[src/rtl/adc_frame_pkg.sv]
package adc_frame_pkg;
  typedef enum logic [1:0] {
    SEQ_IDLE  = 2'd0,
    SEQ_SHIFT = 2'd1,
    SEQ_QUIET = 2'd2
  } seq_state_e;
endpackage

[src/rtl/adc_seq_ctrl.sv]
module adc_seq_ctrl
  import adc_frame_pkg::*;
#(
  parameter int HALF_DIV = 2,
  parameter int QUIET_CYC = 6,
  parameter int TOGGLES = 32,
  parameter bit IDLE_HIGH = 1'b1
) (
  input  logic clk,
  input  logic rst_n,
  input  logic start,
  output logic cs_n,
  output logic sclk,
  output logic busy,
  output logic fall_tick,
  output logic frame_open,
  output logic frame_close
);
  localparam int HCW = (HALF_DIV > 1) ? $clog2(HALF_DIV) : 1;
  localparam int QCW = (QUIET_CYC > 1) ? $clog2(QUIET_CYC) : 1;
  localparam int TCW = $clog2(TOGGLES + 1);

  seq_state_e st;
  logic [HCW-1:0] half_cnt;
  logic [QCW-1:0] quiet_cnt;
  logic [TCW-1:0] tog_cnt;
  logic half_done;

  assign half_done   = (half_cnt == HCW'(HALF_DIV - 1));
  assign frame_open  = (st == SEQ_IDLE) && start;
  assign frame_close = (st == SEQ_SHIFT) && half_done && (tog_cnt == TCW'(TOGGLES));
  assign busy        = (st != SEQ_IDLE);

  always_ff @(posedge clk or negedge rst_n) begin
    if (!rst_n) begin
      st        <= SEQ_IDLE;
      half_cnt  <= '0;
      quiet_cnt <= '0;
      tog_cnt   <= '0;
      cs_n      <= 1'b1;
      sclk      <= IDLE_HIGH;
      fall_tick <= 1'b0;
    end else begin
      fall_tick <= 1'b0;
      case (st)
        SEQ_IDLE: begin
          if (start) begin
            st       <= SEQ_SHIFT;
            cs_n     <= 1'b0;
            half_cnt <= '0;
            tog_cnt  <= '0;
          end
        end
        SEQ_SHIFT: begin
          if (half_done) begin
            half_cnt <= '0;
            if (tog_cnt != TCW'(TOGGLES)) begin
              sclk      <= ~sclk;
              tog_cnt   <= tog_cnt + 1'b1;
              fall_tick <= sclk;
            end else begin
              cs_n      <= 1'b1;
              st        <= SEQ_QUIET;
              quiet_cnt <= '0;
            end
          end else begin
            half_cnt <= half_cnt + 1'b1;
          end
        end
        SEQ_QUIET: begin
          if (quiet_cnt == QCW'(QUIET_CYC - 1)) st <= SEQ_IDLE;
          else quiet_cnt <= quiet_cnt + 1'b1;
        end
        default: st <= SEQ_IDLE;
      endcase
    end
  end

  a_r3_sclk_rests_when_deselected: assert property (@(posedge clk) disable iff (!rst_n)
    cs_n |-> (sclk == IDLE_HIGH));
  a_r3_sclk_still_when_deselected: assert property (@(posedge clk) disable iff (!rst_n)
    cs_n |=> $stable(sclk));
  a_r7_busy_covers_select: assert property (@(posedge clk) disable iff (!rst_n)
    !cs_n |-> busy);
  a_r7_start_ignored_when_busy: assert property (@(posedge clk) disable iff (!rst_n)
    (busy && cs_n) |=> cs_n);
endmodule

[src/rtl/adc_bit_capture.sv]
module adc_bit_capture #(
  parameter int LEAD_BITS = 4,
  parameter int DATA_BITS = 12,
  parameter int FIRST_CHECKED = 2
) (
  input  logic                 clk,
  input  logic                 rst_n,
  input  logic                 sdata,
  input  logic                 clear,
  input  logic                 fall_tick,
  output logic [DATA_BITS-1:0] data_word,
  output logic                 lead_err
);
  localparam int FRAME = LEAD_BITS + DATA_BITS;
  localparam int FW = $clog2(FRAME + 1);

  logic          sd_q;
  logic [FW-1:0] fall_idx;
  logic [FW-1:0] fall_num;

  assign fall_num = fall_idx + 1'b1;

  always_ff @(posedge clk or negedge rst_n) begin
    if (!rst_n) begin
      sd_q      <= 1'b0;
      fall_idx  <= '0;
      data_word <= '0;
      lead_err  <= 1'b0;
    end else begin
      sd_q <= sdata;
      if (clear) begin
        fall_idx <= '0;
        lead_err <= 1'b0;
      end else if (fall_tick) begin
        fall_idx <= fall_num;
        if (fall_num > FW'(LEAD_BITS)) begin
          data_word <= {data_word[DATA_BITS-2:0], sd_q};
        end else if (fall_num >= FW'(FIRST_CHECKED) && sd_q) begin
          lead_err <= 1'b1;
        end
      end
    end
  end

  a_r3_falls_within_frame: assert property (@(posedge clk) disable iff (!rst_n)
    fall_tick |-> (fall_idx < FW'(FRAME)));
  a_r6_error_sticky_in_frame: assert property (@(posedge clk) disable iff (!rst_n)
    (lead_err && !clear) |=> lead_err);
endmodule

[src/rtl/adc_frame_reader.sv]
module adc_frame_reader #(
  parameter int DATA_BITS = 12,
  parameter int LEAD_BITS = 4,
  parameter int HALF_DIV = 2,
  parameter int QUIET_CYC = 6,
  parameter bit FIRST_EDGE_FALLING = 1'b1
) (
  input  logic                 clk,
  input  logic                 rst_n,
  input  logic                 start,
  output logic                 busy,
  output logic                 adc_cs_n,
  output logic                 adc_sclk,
  input  logic                 adc_sdata,
  output logic [DATA_BITS-1:0] res_data,
  output logic                 res_valid,
  output logic                 res_lead_err
);
  localparam int FRAME = LEAD_BITS + DATA_BITS;
  localparam int TOGGLES = 2 * FRAME;
  localparam int FIRST_CHECKED = FIRST_EDGE_FALLING ? 2 : 1;

  logic fall_tick, frame_open, frame_close;
  logic [DATA_BITS-1:0] shift_word;
  logic shift_err;

  adc_seq_ctrl #(
    .HALF_DIV(HALF_DIV), .QUIET_CYC(QUIET_CYC),
    .TOGGLES(TOGGLES), .IDLE_HIGH(FIRST_EDGE_FALLING)
  ) u_ctrl (
    .clk(clk), .rst_n(rst_n), .start(start),
    .cs_n(adc_cs_n), .sclk(adc_sclk), .busy(busy),
    .fall_tick(fall_tick), .frame_open(frame_open), .frame_close(frame_close)
  );

  adc_bit_capture #(
    .LEAD_BITS(LEAD_BITS), .DATA_BITS(DATA_BITS), .FIRST_CHECKED(FIRST_CHECKED)
  ) u_cap (
    .clk(clk), .rst_n(rst_n), .sdata(adc_sdata),
    .clear(frame_open), .fall_tick(fall_tick),
    .data_word(shift_word), .lead_err(shift_err)
  );

  always_ff @(posedge clk or negedge rst_n) begin
    if (!rst_n) begin
      res_data     <= '0;
      res_lead_err <= 1'b0;
      res_valid    <= 1'b0;
    end else begin
      res_valid <= frame_close;
      if (frame_close) begin
        res_data     <= shift_word;
        res_lead_err <= shift_err;
      end
    end
  end

  a_r2_start_opens_frame: assert property (@(posedge clk) disable iff (!rst_n)
    (start && !busy) |=> (!adc_cs_n && busy));
  a_r5_valid_single_cycle: assert property (@(posedge clk) disable iff (!rst_n)
    res_valid |=> !res_valid);
  a_r5_valid_on_select_rise: assert property (@(posedge clk) disable iff (!rst_n)
    $rose(adc_cs_n) |-> res_valid);
  a_r5_result_held: assert property (@(posedge clk) disable iff (!rst_n)
    !res_valid |-> ($stable(res_data) && $stable(res_lead_err)));
endmodule

[config.mk]
export PLATFORM = sky130hd
export DESIGN_NAME = adc_frame_reader
export DESIGN_NICKNAME = d
export VERILOG_FILES = /design/src/rtl/adc_frame_pkg.sv /design/src/rtl/adc_seq_ctrl.sv /design/src/rtl/adc_bit_capture.sv /design/src/rtl/adc_frame_reader.sv
export SDC_FILE = /design/constraint.sdc
export NUM_CORES = 1
export LEC_CHECK = 0
export BUFFER_PORTS_ARGS = -buffer_cell sky130_fd_sc_hd__buf_2
export CORE_ASPECT_RATIO = 0.6
export CORE_MARGIN = 3
export CORE_UTILIZATION = 49
export CTS_CLUSTER_DIAMETER = 200
export DETAILED_ROUTE_END_ITERATION = 7
export PLACE_DENSITY = 0.68
export SLEW_MARGIN = 0
export SYNTH_ARGS = -nofsm -noshare
export SYNTH_HDL_FRONTEND = slang
export SYNTH_SLANG_ARGS = --single-unit
export TNS_END_PERCENT = 20
[constraint.sdc]
create_clock -name clk -period 2.1 [get_ports clk]
set_input_delay 0.525 -clock clk [delete_from_list [all_inputs] [get_ports clk]]
set_output_delay 0.525 -clock clk [all_outputs]
set_load 0.02 [all_outputs]
# ---- Word level (Yosys, flattened, before mapping)
# Index checks and enable logic that the tools add are counted.
dict set report word_totals {
  in_bits 4
  regBits 48
  out_inout_bits 17
  wordCells 80
}
dict set report classes {
  order_cmp 2
  n_eq_ne 12
  n_addsub 4
  muxes 28
  bitwise_logic 2
  n_reduce_logical 18
}
# op count
set ops {}
lappend ops {{$mux W6} 3}
lappend ops {{$reduce_and A4 Y1} 4}
lappend ops {{$pmux W6 S2} 1}
lappend ops {{$mux W1} 11}
lappend ops {{$mux W5} 2}
lappend ops {{$ne A2 B2 Y1 const B} 5}
lappend ops {{$reduce_bool A2 Y1} 5}
lappend ops {{$mux W3} 3}
lappend ops {{$reduce_and A3 Y1} 3}
lappend ops {{$mux W2} 4}
lappend ops {{$add A6 B1 Y6 const B} 1}
lappend ops {{$eq A6 B6 Y1 const B} 1}
lappend ops {{$ne A6 B6 Y1 const B} 1}
lappend ops {{$pmux W2 S3} 1}
lappend ops {{$pmux W3 S2} 1}
lappend ops {{$add A5 B1 Y5 const B} 1}
lappend ops {{$ge A5 B2 Y1 const B} 1}
lappend ops {{$gt A5 B3 Y1 const B} 1}
lappend ops {{$logic_and A1 B1 Y1} 4}
lappend ops {{$ne A2 B1 Y1 const B} 2}
lappend ops {{$pmux W1 S2} 2}
lappend ops {{$add A3 B1 Y3 const B} 1}
lappend ops {{$eq A3 B3 Y1 const B} 1}
lappend ops {{$eq A2 B1 Y1 const B} 1}
lappend ops {{5 further kinds} 6}

# ---- Depth between registers and ports, before layout
# Gate-level depths: netlist (run 1).
dict set report depth {
  depth_word 7
  ltp_mapped 8
  depth_no_buf 6
}

# ---- Cells and area by module
# A second synthesis (run 1) with hierarchy kept.
dict set report hier_totals {
  hier_cells 163
  hier_area_um2 2194.6
}
# module cells_per_inst n_inst seq_area_each_um2 area_per_inst_um2
set modules_own_cells {}
lappend modules_own_cells {adc_bit_capture 60 1 475.5 872.1}
lappend modules_own_cells {adc_seq_ctrl 75 1 377.9 777.0}
lappend modules_own_cells {adc_frame_reader 28 1 350.3 545.5}

# ---- Worst setup path after synthesis (run 1)
# OpenSTA, ideal clock, no wires.
dict set report synth_path {
  path_type {reg2reg}
  from {register u_cap.fall_idx[0]}
  to {register u_cap.data_word[1]}
  synth_period_minus_slack_ns 1.758
  t_arrival_ns 1.634
  stages_incl_launch_ff 7
  required_time_ns 1.975
  n_path_buf 1
  path_slack_ns 0.342
  setup_ns 0.125
  path_cell_list {dfrtp_1 > ha_1 > xor2_1 > nand2_1 > a21oi_2 > buf_6 > mux2_2}
}
dict set report synth_via {
  elab_chain_len 3
}
# item line_no
set synth_lines {}
lappend synth_lines {{start: declaration} adc_bit_capture.sv:18} ;# logic [FW-1:0] fall_idx;
lappend synth_lines {{start signal: assignment} adc_bit_capture.sv:35} ;# fall_idx <= fall_num;
lappend synth_lines {{$add A5 B1 Y5} adc_bit_capture.sv:21} ;# assign fall_num = fall_idx + 1'b1;
lappend synth_lines {{$gt A5 B3 Y1} adc_bit_capture.sv:36} ;# if (fall_num > FW'(LEAD_BITS)) begin
lappend synth_lines {{$reduce_and A3 Y1 (no line)} --}
lappend synth_lines {{end signal: assignment} adc_bit_capture.sv:37} ;# data_word <= {data_word[DATA_BITS-2:0], sd_q};
lappend synth_lines {{end: declaration} adc_bit_capture.sv:11} ;# output logic [DATA_BITS-1:0] data_word,
# No other way between the ends.
# A chain may end at the register's enable or synchronous reset.

# ---- Worst setup path after layout (run 1)
# Ends and elaborated chain as after synthesis.

==> impl_metrics.py, run 1 <==
metrics = {
    "status": {
        "status": "finished, final reports clean",
    },
    "placed_design": {
        "hpwl_mm": 2.755,
        "place_congestion": 0.7224,
        "portBuffers": 20,
        "post-place-ws_ps": 221.8,
        "placedInstanceArea_sq_um": 2300,
    },
    "yosys": {
        "syn_nets": 176,
        "ys_types": 42,
        "netlist_area_sq_um": 2168,
        "synthArstFlopShare_pct": 100.0,
        "avgSynthCellArea_sq_um": 13.06,
        "synth_warnings": 0,
        "syn_inst": 166,
        "synth_edf_count": 0,
        "synth-main-ff-cell": "dfrtp_1",
        "synth_seq_cells": 48,
        "seq_area_frac_synth_pct": 55.51,
    },
    "die": {
        "die_area_sq_um": 5285,
        "coreArea_sq_um": 4189,
        "fp.dieW_microns": 91.88,
        "rows": 18,
        "dieHeight_microns": 57.53,
        "start_util_pct": 51.76,
        "io_pins": 21,
    },
    "worst_hold_path": {
        "hold_class": "in2async",
    },
    "sta": {
        "setup_viol": 0,
        "whs_ps": 307.0,
        "setup_slack_ps": 207.9,
        "min_period_over_period_pct": 90.10,
        "max_slew.worst_pin.slew_ps": 580.0,
        "tns_ps": 0,
        "finalClockSkew_ps": 6.148,
        "drv_slew": 0,
        "rsz0062_at_grt": "no",
        "max-slew-margin-rel_pct": 61.34,
        "fmax_mhz": 528.5,
        "hold_violations": 0,
        "fin_crit_ps": 1892,
    },
    "clock_network": {
        "clk_latency_ps": 300,
        "hold_buffers": 0,
        "tritoncts": "built",
        "postCtsSetupBuffers": 0,
        "htreeDepth": 2,
        "cts_made_buffers": 5,
        "clk_pin_slew_ps": 80,
        "cts_max_path_buffers": 2,
        "cts.sinks": 48,
        "clockRootBuffer": "clkbuf_8",
        "ctsResizeCount": 0,
    },
    "global_route": {
        "top_usage_layer": "met1",
        "grt_max_degree": 49,
        "grt_usage_pct": 16.32,
        "gr-total-overflow": 0,
        "grt.met1_usage_pct": 24.17,
        "grtUsageMet2_pct": 22.72,
        "grt_pass1_wl_mm": 6.527,
        "grtUsageMet3_pct": 4.611,
        "grt_pass1_vias": 1275,
        "antenna_found_initial": 0,
    },
    "setup_path": {
        "rr_startpoint": "u_cap.fall_idx[0]",
        "arrival_ps": 2080,
        "path_buf_inv": 1,
        "crit_fanout": 12,
        "endpoint_kind": "flop",
        "r2r_slack_ps": 210,
        "cp_slowest_cell": "dfrtp_1",
        "crit_required_ps": 2290,
        "max_stage_delay_ps": 480,
        "startpoint_type": "flop",
        "worstPathCellList": "ha_1 -> xor2_1 -> nand2_1 -> a21oi_2 -> buf_4 -> mux2_2",
        "r2r-end": "u_cap.data_word[1]",
        "reg2regPathDepth": 6,
        "critPathKind": "reg2reg",
        "cp_top_family": "flip-flops",
    },
    "drt": {
        "dr.pass1.iters": 4,
        "drtAntennaViolNets": 0,
        "vias": 1290,
        "post_drt_wl_per_cell_microns": 15.10,
        "drcViolationCount": 0,
        "drtIter0Drc": 77,
        "viasPerCell": 5.160,
        "drt-total-wl_mm": 3.776,
    },
    "finish": {
        "nFillCells": 355,
        "area_delta_synth_final_pct": 11.89,
        "nets": 199,
        "drive_gt1_share_pct": 34.74,
        "antenna_cells": 0,
        "seq_area_sq_um": 1204,
        "final_cell_area_sq_um": 2426,
        "multi_input_area_sq_um": 872.1,
    },
    "power_and_ir_drop": {
        "leakage_nw": 1.226,
        "p_per_area_nw_per_um2": 1063,
        "power_mw": 2.579,
        "ir_drop_mv": 0.5511,
    },
    "run": {
        "drv_cap": 0,
    },
}
cell usage in the layout, fill, tap and decap left out, drive strengths merged, types with 3 or more instances in the layout:
cell type,n
nand2,11
mux2,25
nand4,4
xor2,7
dfrtp,46
nor2,11
inv,7
o21ai,4
buf,23
a21oi,3
mux2i,4
ha,6
xnor2,4
nand3,3
clkbuf,7
state kept, by name, summed over array words and instances, names as in the netlist, 2 cells and up:
| name | cells |
|---|---|
| u_cap.fall_idx | 5 |
| u_ctrl.tog_cnt | 6 |
| u_cap.data_word | 12 |
| u_ctrl.st | 2 |
| res_data | 12 |
| u_ctrl.quiet_cnt | 3 |
synthesized netlist by cell type, types with 3 or more instances:
| cell | count | area (sq um) |
|---|---|---|
| mux2i_1 | 4 | 40.04 |
| xnor2_1 | 4 | 35.03 |
| nand2_1 | 10 | 37.54 |
| xor2_1 | 7 | 61.31 |
| dfrtp_1 | 46 | 1151 |
| inv_1 | 7 | 26.28 |
| mux2_4 | 8 | 120.1 |
| ha_1 | 6 | 75.07 |
| mux2_2 | 15 | 168.9 |
| buf_6 | 3 | 33.78 |
| nand4_1 | 4 | 25.02 |
| nand3_1 | 3 | 15.01 |
| o21ai_0 | 3 | 15.01 |
| nor2_1 | 10 | 37.54 |
how the worst max path moves through the flow:
stage / start / depth (start not counted) / to
finish: u_cap.fall_idx[0] / 6 / u_cap.data_word[1]
global placement: start / 6 / u_cap.data_word[4]
CTS: u_cap.fall_idx[0] / 6 / u_cap.data_word[1]
detailed placement: u_cap.fall_idx[0] / 6 / u_cap.data_word[1]
floorplan: u_cap.fall_idx[0] / 6 / u_cap.data_word[1]
global route: u_cap.fall_idx[0] / 6 / u_cap.data_word[4]
metrics by stage:
| step | utilization (%) | std cells |
|---|---|---|
| finish | 57.92 | 250 |
| detailed placement | 54.90 | 242 |
| global placement | 54.90 | 242 |
| floorplan | - | 166 |
| CTS | 57.92 | 250 |
| global route | 57.92 | 250 |
where the power goes:
group	switching (mW)	leakage, nW	total [mW]	internal, mW
combinational	0.327	0.516	0.599	0.271
sequential	0.188	0.645	1.26	1.07
clock	0.298	0.0645	0.718	0.420
total	0.814	1.23	2.58	1.77
cell families after synthesis:
logic type	count (synthesis)	share of synthesized area, %
AND/OR/NAND/NOR	43	11.02
flip-flops	48	55.51
buffers and inverters	14	4.270
adder cells (fa/ha/maj)	6	3.462
XOR/XNOR	11	4.443
multiplexers	29	16.21
AO/OA/AOI/OAI	15	5.078
metal layers:
metal / wire length, microns / share of wire, %
met1: 1858 / 49
met2: 1657 / 44
met3: 206 / 5.5
met4: 54 / 1.4
met5: 0 / 0
area by class of cell:
type / count / area share, %
Sequential cell: 48 / 49.61
Multi-Input combinational cell: 104 / 35.95
Timing Repair Buffer: 23 / 5.054
Clock buffer: 7 / 3.971
Tap cell: 60 / 3.094
Clock inverter: 1 / 1.238
Inverter: 7 / 1.083
No activity file was read; power rests on OpenSTA's default activity.
==> inputs of run 2 (changes only) <==
Settings changed: CORE_UTILIZATION 49 to 40, PLACE_DENSITY 0.68 to 0.6.
==> run 2 against run 1 <==
Against the previous run: wire length decreased by 1.5%; critical path depth unchanged; via count unchanged; die area rose by 21%; fmax decreased by 3.5%; power about the same.
==> impl_metrics.py, run 2 (synthesized netlist as in run 1, its figures left out) <==
metrics = {
    "clock_network": {
        "clockRootBuffer": "clkbuf_8",
        "cts.sinks": 48,
        "tritoncts": "built",
        "ctsResizeCount": 0,
        "postCtsSetupBuffers": 0,
        "cts_max_path_buffers": 2,
        "htreeDepth": 2,
        "clk_latency_ps": 290,
        "clk_pin_slew_ps": 90,
        "hold_buffers": 0,
        "cts_made_buffers": 5,
    },
    "finish": {
        "drive_gt1_share_pct": 34.74,
        "layout_commonest_cell": "dfrtp_1",
        "layout_common_cells": "dfrtp_1 (46), buf_2 (20), mux2_2 (15)",
        "fin_util_pct": 47.45,
        "final_cell_area_sq_um": 2446,
        "nets": 199,
        "area_delta_synth_final_pct": 12.81,
        "antenna_cells": 0,
        "reg.largest.list": "res_data (12), u_cap.data_word (12), u_ctrl.tog_cnt (6)",
    },
    "sta": {
        "max_slew.worst_pin.slew_ps": 531.8,
        "setup_viol": 0,
        "tns_ps": 0,
        "finalClockSkew_ps": 7.591,
        "setup_slack_ps": 139.0,
        "fin_crit_ps": 1961,
        "drv_slew": 0,
        "rsz0062_at_grt": "no",
        "min_period_over_period_pct": 93.38,
        "fmax_mhz": 509.9,
        "hold_violations": 0,
        "max-slew-margin-rel_pct": 64.54,
        "whs_ps": 201.2,
    },
    "setup_path": {
        "endpoint_kind": "flop",
        "rr_startpoint": "u_cap.fall_idx[0]",
        "startpoint_type": "flop",
        "r2r_slack_ps": 140,
        "reg2regPathDepth": 6,
        "crit_required_ps": 2270,
        "arrival_ps": 2140,
        "r2r-end": "u_cap.data_word[8]",
        "crit_fanout": 12,
        "critPathKind": "reg2reg",
    },
    "placed_design": {
        "place_congestion": 0.7974,
        "hpwl_mm": 2.727,
        "post-place-ws_ps": 175.3,
        "portBuffers": 20,
        "placedInstanceArea_sq_um": 2320,
    },
    "drt": {
        "drtIter0Drc": 81,
        "drtAntennaViolNets": 0,
        "drt-total-wl_mm": 3.721,
        "drcViolationCount": 0,
        "post_drt_wl_per_cell_microns": 14.54,
        "viasPerCell": 5.039,
        "dr.pass1.iters": 4,
        "vias": 1290,
    },
    "power_and_ir_drop": {
        "seqPwrFrac_pct": 49.1,
        "p_clk_share_pct": 27.7,
        "p_comb_share_pct": 23.2,
        "internal-power_mw": 1.775,
        "p_per_area_nw_per_um2": 1055,
        "swShare_pct": 31.21,
        "ir_drop_mv": 0.4437,
        "p_switching_mw": 0.8055,
        "leakage_nw": 1.230,
    },
    "die": {
        "io_pins": 21,
        "fp.dieW_microns": 101.1,
        "die_area_sq_um": 6369,
        "start_util_pct": 42.06,
        "coreArea_sq_um": 5155,
        "rows": 20,
        "dieHeight_microns": 63.03,
    },
    "run": {
        "drv_cap": 0,
    },
    "worst_hold_path": {
        "hold_class": "in2async",
    },
    "status": {
        "status": "finished, final reports clean",
    },
    "global_route": {
        "gr-total-overflow": 0,
        "antenna_found_initial": 0,
        "grt_pass1_vias": 1334,
        "grt_pass1_wl_mm": 6.555,
        "grt_usage_pct": 13.17,
        "grt_max_degree": 27,
    },
}
## run 2: critical path: stages, from the launching register on
cell     delay, ps
dfrtp_1        490
ha_1           290
xor2_1         210
nand2_1        120
a21oi_2        150
buf_4          210
mux2_2         360
## run 2: layout make-up
cell class                 count  area [sq um]
clock buffer                   7         96.34
clock inverter                 1         30.03
fill                         457          2709
inverter                       7         26.28
multi-input combinational    104         872.1
sequential                    48          1204
tap                           66         82.58
timing repair buffer          23         135.1
## run 2: per-layer routing
metal,up-vias,wire length [microns],track usage (%)
li1,620,-,-
met1,657,1912,19.32
met4,0,8,3.483
met5,-,0,0
met3,2,97,3.344
met2,11,1703,19.30
## run 2: worst max path at each step
stage	startpoint	to	slack (ps)
6_report	u_cap.fall_idx[0]	u_cap.data_word[8]	140
5_1_grt	u_cap.fall_idx[0]	u_cap.data_word[8]	4
4_1_cts	u_cap.fall_idx[0]	u_cap.data_word[10]	150
3_5_place_dp	u_cap.fall_idx[0]	u_cap.data_word[10]	180
3_3_place_gp	u_ctrl.tog_cnt[0]	res_data[5]	190
2_1_floorplan	u_cap.fall_idx[0]	u_cap.data_word[1]	340
## run 2: power groups by stage
| stage | clock (mW) | combinational, mW | sequential, mW |
|---|---|---|---|
| after floorplan | 0 | 0.492 | 1.22 |
| after global placement | 0 | 0.573 | 1.27 |
| after detailed placement | 0 | 0.608 | 1.28 |
| after CTS | 0.742 | 0.608 | 1.27 |
| after global routing | 0.774 | 0.680 | 1.29 |
| final | 0.714 | 0.600 | 1.27 |
## run 2: metrics by stage
stage	total power, mW	instances
6_report	2.581	256
3_5_place_dp	1.892	248
5_1_grt	2.749	256
3_3_place_gp	1.840	248
4_1_cts	2.616	256
2_1_floorplan	1.715	166
